<file path="src/rtl/fcp_pkg.sv">
package fcp_pkg;
  typedef enum logic {SC_IDLE, SC_SCAN} scan_state_e;
endpackage

</file>
<file path="src/rtl/fcp_history.sv">
module fcp_history #(
  parameter int CW    = 16,
  parameter int NT    = 3,
  parameter int DEPTH = 5,
  parameter int TW    = 2
) (
  input  logic          clk,
  input  logic          rst_n,
  input  logic          log_en,
  input  logic [TW-1:0] log_type,
  input  logic [CW-1:0] log_count,
  input  logic [TW-1:0] rd_type,
  input  logic [CW-1:0] leeway,
  output logic [CW-1:0] pred,
  output logic          pred_valid
);
  // saturating forecast sum
  function automatic logic [CW-1:0] sat_add(input logic [CW-1:0] a, input logic [CW-1:0] b);
    logic [CW:0] s;
    s = {1'b0, a} + {1'b0, b};
    return s[CW] ? {CW{1'b1}} : s[CW-1:0];
  endfunction

  logic [NT-1:0][CW-1:0] tmax;
  logic [NT-1:0]         tany;

  for (genvar t = 0; t < NT; t++) begin : g_type
    logic [CW-1:0]    h [DEPTH];
    logic [DEPTH-1:0] v;
    logic [CW-1:0]    m;
    logic             hit;

    assign hit = log_en && (log_type == TW'(t));

    always_ff @(posedge clk or negedge rst_n) begin
      if (!rst_n) begin
        v <= '0;
        for (int d = 0; d < DEPTH; d++) h[d] <= '0;
      end else if (hit) begin
        h[0] <= log_count;
        for (int d = 1; d < DEPTH; d++) h[d] <= h[d-1];
        v <= {v[DEPTH-2:0], 1'b1};
      end
    end

    always_comb begin
      m = '0;
      for (int d = 0; d < DEPTH; d++)
        if (v[d] && (h[d] > m)) m = h[d];
    end

    assign tmax[t] = m;
    assign tany[t] = |v;
  end

  assign pred       = sat_add(tmax[rd_type], leeway);
  assign pred_valid = tany[rd_type];
endmodule

</file>
<file path="src/rtl/fcp_table.sv">
module fcp_table #(
  parameter int CW = 16,
  parameter int EW = 16,
  parameter int AW = 6
) (
  input  logic          clk,
  input  logic          we,
  input  logic [AW-1:0] waddr,
  input  logic [CW-1:0] wmax,
  input  logic [EW-1:0] wepi,
  input  logic [AW-1:0] scan_idx,
  output logic [CW-1:0] scan_max,
  input  logic [AW-1:0] pick_idx,
  output logic [EW-1:0] pick_epi
);
  localparam int ENT = 1 << AW;

  logic [CW-1:0] mx [ENT];
  logic [EW-1:0] ep [ENT];

  always_ff @(posedge clk) begin
    if (we) begin
      mx[waddr] <= wmax;
      ep[waddr] <= wepi;
    end
  end

  assign scan_max = mx[scan_idx];
  assign pick_epi = ep[pick_idx];
endmodule

</file>
<file path="src/rtl/fcp_scan.sv">
module fcp_scan
  import fcp_pkg::*;
#(
  parameter int CW = 16,
  parameter int AW = 6
) (
  input  logic          clk,
  input  logic          rst_n,
  input  logic          go,
  input  logic [CW-1:0] pred_in,
  input  logic          pred_ok_in,
  input  logic [AW:0]   tbl_len,
  input  logic [CW-1:0] ent_max,
  output logic [AW-1:0] rd_idx,
  output logic          busy,
  output logic          done,
  output logic [AW-1:0] pick_idx,
  output logic          no_fit,
  output logic          finish_evt
);
  scan_state_e   st;
  logic [AW-1:0] idx, best_idx, len_m1;
  logic [CW-1:0] best_max, pred_q;
  logic          pv_q, hit, bigger, last;

  function automatic logic entry_fits(input logic ok, input logic [CW-1:0] cap,
                                      input logic [CW-1:0] need);
    return ok && (cap >= need);
  endfunction

  assign len_m1     = (tbl_len == '0) ? '0 : AW'(tbl_len - 1'b1);
  assign hit        = (st == SC_SCAN) && entry_fits(pv_q, ent_max, pred_q);
  assign bigger     = (idx == '0) || (ent_max > best_max);
  assign last       = (idx == len_m1);
  assign finish_evt = (st == SC_SCAN) && (hit || last);
  assign rd_idx     = idx;
  assign busy       = (st == SC_SCAN);

  always_ff @(posedge clk or negedge rst_n) begin
    if (!rst_n) begin
      st       <= SC_IDLE;
      idx      <= '0;
      best_idx <= '0;
      best_max <= '0;
      pred_q   <= '0;
      pv_q     <= 1'b0;
      pick_idx <= '0;
      no_fit   <= 1'b0;
      done     <= 1'b0;
    end else begin
      unique case (st)
        SC_IDLE: begin
          if (go) begin
            st       <= SC_SCAN;
            idx      <= '0;
            best_idx <= '0;
            best_max <= '0;
            pred_q   <= pred_in;
            pv_q     <= pred_ok_in;
            done     <= 1'b0;
            no_fit   <= 1'b0;
          end
        end
        SC_SCAN: begin
          if (bigger) begin
            best_max <= ent_max;
            best_idx <= idx;
          end
          if (hit) begin
            pick_idx <= idx;
            no_fit   <= 1'b0;
            done     <= 1'b1;
            st       <= SC_IDLE;
          end else if (last) begin
            pick_idx <= bigger ? idx : best_idx;
            no_fit   <= pv_q;
            done     <= 1'b1;
            st       <= SC_IDLE;
          end else begin
            idx <= idx + 1'b1;
          end
        end
        default: st <= SC_IDLE;
      endcase
    end
  end
endmodule

</file>
<file path="src/rtl/frame_cfg_picker.sv">
module frame_cfg_picker #(
  parameter int CW    = 16,
  parameter int EW    = 16,
  parameter int AW    = 6,
  parameter int NT    = 3,
  parameter int DEPTH = 5,
  localparam int TW   = (NT > 1) ? $clog2(NT) : 1
) (
  input  logic          clk,
  input  logic          rst_n,
  input  logic          frame_start,
  input  logic [TW-1:0] frame_type,
  input  logic          frame_end,
  input  logic [CW-1:0] end_count,
  input  logic [CW-1:0] leeway,
  input  logic          tbl_we,
  input  logic [AW-1:0] tbl_addr,
  input  logic [CW-1:0] tbl_max,
  input  logic [EW-1:0] tbl_epi,
  input  logic [AW:0]   tbl_len,
  output logic [AW-1:0] cfg_idx,
  output logic [EW-1:0] cfg_epi,
  output logic          done,
  output logic          no_fit,
  output logic          busy
);
  localparam logic [TW:0] NT_W = (TW+1)'(NT);

  logic [TW-1:0] cur_type;
  logic [CW-1:0] pred, ent_max;
  logic          pred_ok, accept, finish_evt;
  logic [AW-1:0] scan_idx;

  assign accept = frame_start && !busy && ({1'b0, frame_type} < NT_W);

  always_ff @(posedge clk or negedge rst_n) begin
    if (!rst_n)      cur_type <= '0;
    else if (accept) cur_type <= frame_type;
  end

  fcp_history #(.CW(CW), .NT(NT), .DEPTH(DEPTH), .TW(TW)) hist_i (
    .clk(clk), .rst_n(rst_n),
    .log_en(frame_end), .log_type(cur_type), .log_count(end_count),
    .rd_type(frame_type), .leeway(leeway),
    .pred(pred), .pred_valid(pred_ok)
  );

  fcp_table #(.CW(CW), .EW(EW), .AW(AW)) tbl_i (
    .clk(clk), .we(tbl_we), .waddr(tbl_addr), .wmax(tbl_max), .wepi(tbl_epi),
    .scan_idx(scan_idx), .scan_max(ent_max),
    .pick_idx(cfg_idx), .pick_epi(cfg_epi)
  );

  fcp_scan #(.CW(CW), .AW(AW)) scan_i (
    .clk(clk), .rst_n(rst_n), .go(accept),
    .pred_in(pred), .pred_ok_in(pred_ok), .tbl_len(tbl_len),
    .ent_max(ent_max), .rd_idx(scan_idx), .busy(busy), .done(done),
    .pick_idx(cfg_idx), .no_fit(no_fit), .finish_evt(finish_evt)
  );
endmodule

</file>
<file path="config.mk">
export PLATFORM = sky130hd
export DESIGN_NAME = frame_cfg_picker
export DESIGN_NICKNAME = d
export VERILOG_FILES = /design/src/rtl/fcp_pkg.sv /design/src/rtl/fcp_history.sv /design/src/rtl/fcp_table.sv /design/src/rtl/fcp_scan.sv /design/src/rtl/frame_cfg_picker.sv
export SDC_FILE = /design/constraint.sdc
export NUM_CORES = 2
export LEC_CHECK = 0
export ABC_AREA = 0
export BUFFER_PORTS_ARGS = -buffer_cell sky130_fd_sc_hd__buf_2
export CELL_PAD_IN_SITES_DETAIL_PLACEMENT = 2
export CELL_PAD_IN_SITES_GLOBAL_PLACEMENT = 2
export CORE_ASPECT_RATIO = 1.75
export CORE_UTILIZATION = 35
export DETAILED_ROUTE_END_ITERATION = 8
export PLACE_DENSITY_LB_ADDON = 0.1
export SYNTH_ARGS = -nofsm -noshare
export SYNTH_HDL_FRONTEND = slang
export SYNTH_SLANG_ARGS = --single-unit
export TNS_END_PERCENT = 10
</file>
<file path="constraint.sdc">
create_clock -name clk -period 11.9 [get_ports clk]
set_clock_uncertainty 0.15 [all_clocks]
set_input_delay 2.38 -clock clk [delete_from_list [all_inputs] [get_ports clk]]
set_output_delay 2.38 -clock clk [all_outputs]
set_load 0.01 [all_outputs]
</file>
==> key figures <==
Setup path
  • CP peak stage delay: 510 ps
  • Critical path required time: 12490 ps
  • CP max-delay cell: or4_1
  • Setup crit end kind: flop
  • CP Class: reg2reg
  • Crit-path max FO: 10
  • CP most frequent cell: buf_4
  • Critical Path AT: 12470 ps
  • CP startpoint kind: flop

Cells and area
  • FILL cells: 26160
  • Final cell count without fillers: 9464
  • Post-Route Utilization: 41.23%
  • Layout area overhead: 17.26%
  • Most frequent cells in the layout: edfxtp_1 (2048), mux4_2 (671), buf_4 (481), dfrtp_1 (303)
  • Layout cells sized above 1: 35.27%
  • Layout Nets: 5975
  • Commonest non-fill, non-tap cell in the layout: edfxtp_1

Clock tree
  • Root Buffer: clkbuf_16
  • Latest clock arrival within the worst-skew pair: 920 ps
  • Maximum clock path buffer count: 4
  • CTS tree: yes
  • Num CTS Buffers: 228
  • Worst-path clk slew: 70 ps
  • Num Clock Sinks: 2359
  • H-tree depth: 4

Power
  • Pwr Density: 281.7 nW/um^2
  • Leak: 39.01 nW
  • Total Power: 32.45 mW
  • Worst VDD drop: 0.1714 mV

Drt
  • DR pass1 iterations: 5
  • Final WL: 331500 microns
  • Drt drc: 0
  • Wire length per cell: 35.03 microns
  • Vias: 52690
  • 1st-iter DRT viols: 3830
  • DR vias/cell: 5.567
  • Routed Antenna Nets: 0

Timing
  • Hold slack final: 336.3 ps
  • Max-slew violation count: 0
  • Final Hold Fails: 0
  • Slew margin rel.: 22.38%
  • RSZ-0062 raised after global routing: yes
  • Fin crit period: 11880 ps
  • Worst-Margin Slew: 1164 ps
  • Final count of negative-setup-slack endpoints: 0
  • Final period util: 99.80%
  • Fmax: 84.20 MHz
  • Setup TNS: 0 ps

Synthesis
  • Area leader, netlist: edfxtp_1
  • Ranking of synthesized cells by area: edfxtp_1 (63%), mux4_2 (15%), dfrtp_1 (7.9%)
  • Sequential fraction of the synthesis area: 70.52%
  • Yosys reg bits: 2359
  • Number of synthesized flops with an enable pin: 2048
  • Synthesized area per cell: 19.48 sq um
  • Top FF cell, synth: edfxtp_1
  • Asr flop ratio synth: 13.18%
  • Post-synthesis cell type count: 84
  • Top cell type's share of synthesized area: 62.60%
  • Yosys warnings: 0
  • Cell area after synthesis: 98250 sq um
  • Syn nets: 5368
  • Synth Instances: 5044

GRT
  • Antenna violations before repair: 21
  • Vias in the first global route: 58800
  • GR Util All Layers: 23.43%
  • Congestion Overflow GR: 0
  • First-pass GRT wire length: 463500 microns
  • Largest net degree at the start of global routing: 126

Floorplanning
  • Io pins: 109
  • Initial core utilization: 35.16%
  • Die X: 402.5 microns
  • Row count: 257
  • Die Y: 702.9 microns
  • Die area: 282900 sq um
  • CORE AREA: 279400 sq um

Placed design
  • Routability cong.: 0.8363
  • # port buffers: 108
  • Detailed Place HPWL: 207400 microns
  • Dpl cells: 8987

Min path
  • Hold Crit Class: reg2reg

Job
  • # Max-Cap Violations: 0

Status
  • Status: finished, final reports clean
critical path, delay by kind of cell (launching register included):
family	cells	cell delay, ps
compound gates	26	4270
fa+ha+maj	4	1190
buf+inv	24	3180
flops	1	350
mux	1	290
simple gates	15	2320
layout make-up:
class	count	area, sq um	share of cell area, %
clock inverters	134	1270	1.102
flip-flops and latches	2359	69310	60.16
repair buffers	624	4778	4.148
multi-input cells	2288	28760	24.97
well taps	3626	4537	3.938
diodes	6	15.01	0.01303
inverters	150	568.0	0.4931
clock buffers	277	5962	5.175
where the power goes:
part / switching, mW / leakage (nW) / internal (mW)
logic: 7.46 / 13.3 / 7.33
registers: 0.797 / 22.2 / 9.54
clock network: 3.28 / 3.53 / 4.03
total: 11.5 / 39.0 / 20.9
worst paths after layout:
kind	start	to	slack [ps]	depth (start not counted)
worst max-delay path	hist_i.g_type[1].h[75]$_DFFE_PN0P_	scan_i.pred_q[11]$_DFFE_PN0P_	20	70
worst min register to register	scan_i.done$_DFFE_PN0P_	scan_i.done$_DFFE_PN0P_	340	2
worst min-delay path	scan_i.done$_DFFE_PN0P_	scan_i.done$_DFFE_PN0P_	340	2
worst max register to register	hist_i.g_type[1].h[75]$_DFFE_PN0P_	scan_i.pred_q[11]$_DFFE_PN0P_	20	70
min in group asynchronous	rst_n	hist_i.g_type[2].h[52]$_DFFE_PN0P_	1270	1
max in group asynchronous	rst_n	hist_i.g_type[1].h[27]$_DFFE_PN0P_	7980	3
registers in the layout (all words and copies together), names as in the netlist:
name             count
tbl_i.ep          1024
tbl_i.mx          1024
hist_i.g_type.h    240
scan_i.best_max     16
scan_i.pred_q       16
hist_i.g_type.v     15
scan_i.best_idx      6
scan_i.pick_idx      6
scan_i.rd_idx        6
cur_type             2
scan_i.busy          1
scan_i.done          1
scan_i.no_fit        1
scan_i.pv_q          1
Yosys cell counts, drive strengths merged, types with 22 or more instances:
cell       n
a21oi     87
nor2b     22
nand4     40
buf       75
dfrtp    311
o21a      31
mux2i     52
a31oi     23
nor4      25
clkbuf   173
a21o      55
o211ai    33
edfxtp  2048
inv      148
nand3     38
nor2     169
mux4     671
o21ai    122
ha       239
mux2     230
nand2    198
kinds of logic after synthesis:
family	share of synthesized area [%]
simple gates	2.755
mux	18.56
compound gates	3.281
buf+inv	1.564
fa+ha+maj	3.097
xor+xnor	0.2305
flops	70.52
through the flow:
stage / area (sq um) / setup WS (ps)
floorplan: 98260 / 65.55
global placement: 106600 / -1316
detailed placement: 106600 / -1606
CTS: 114600 / -197.2
global route: 115200 / -551.1
finish: 115200 / 23.59
layer usage:
| metal | part of all wire [%] | wire [microns] | up-vias | GRT usage [%] |
|---|---|---|---|---|
| met3 | 3.1 | 10250 | 537 | 2.498 |
| met5 | 0.020 | 66 | - | 0 |
| li1 | - | - | 21880 | - |
| met1 | 35 | 116900 | 29150 | 25.23 |
| met2 | 57 | 188600 | 1105 | 45.87 |
| met4 | 4.8 | 15790 | 12 | 9.573 |
what timing repair did:
item,4_1_cts,5_1_grt
cloned,2,1
setup buffers,33,26
hold buffers,0,0
gates resized for setup,101,82
endpoints found under the setup margin,16,16
pin swaps,30,71
(Power assumes the default switching activity.)
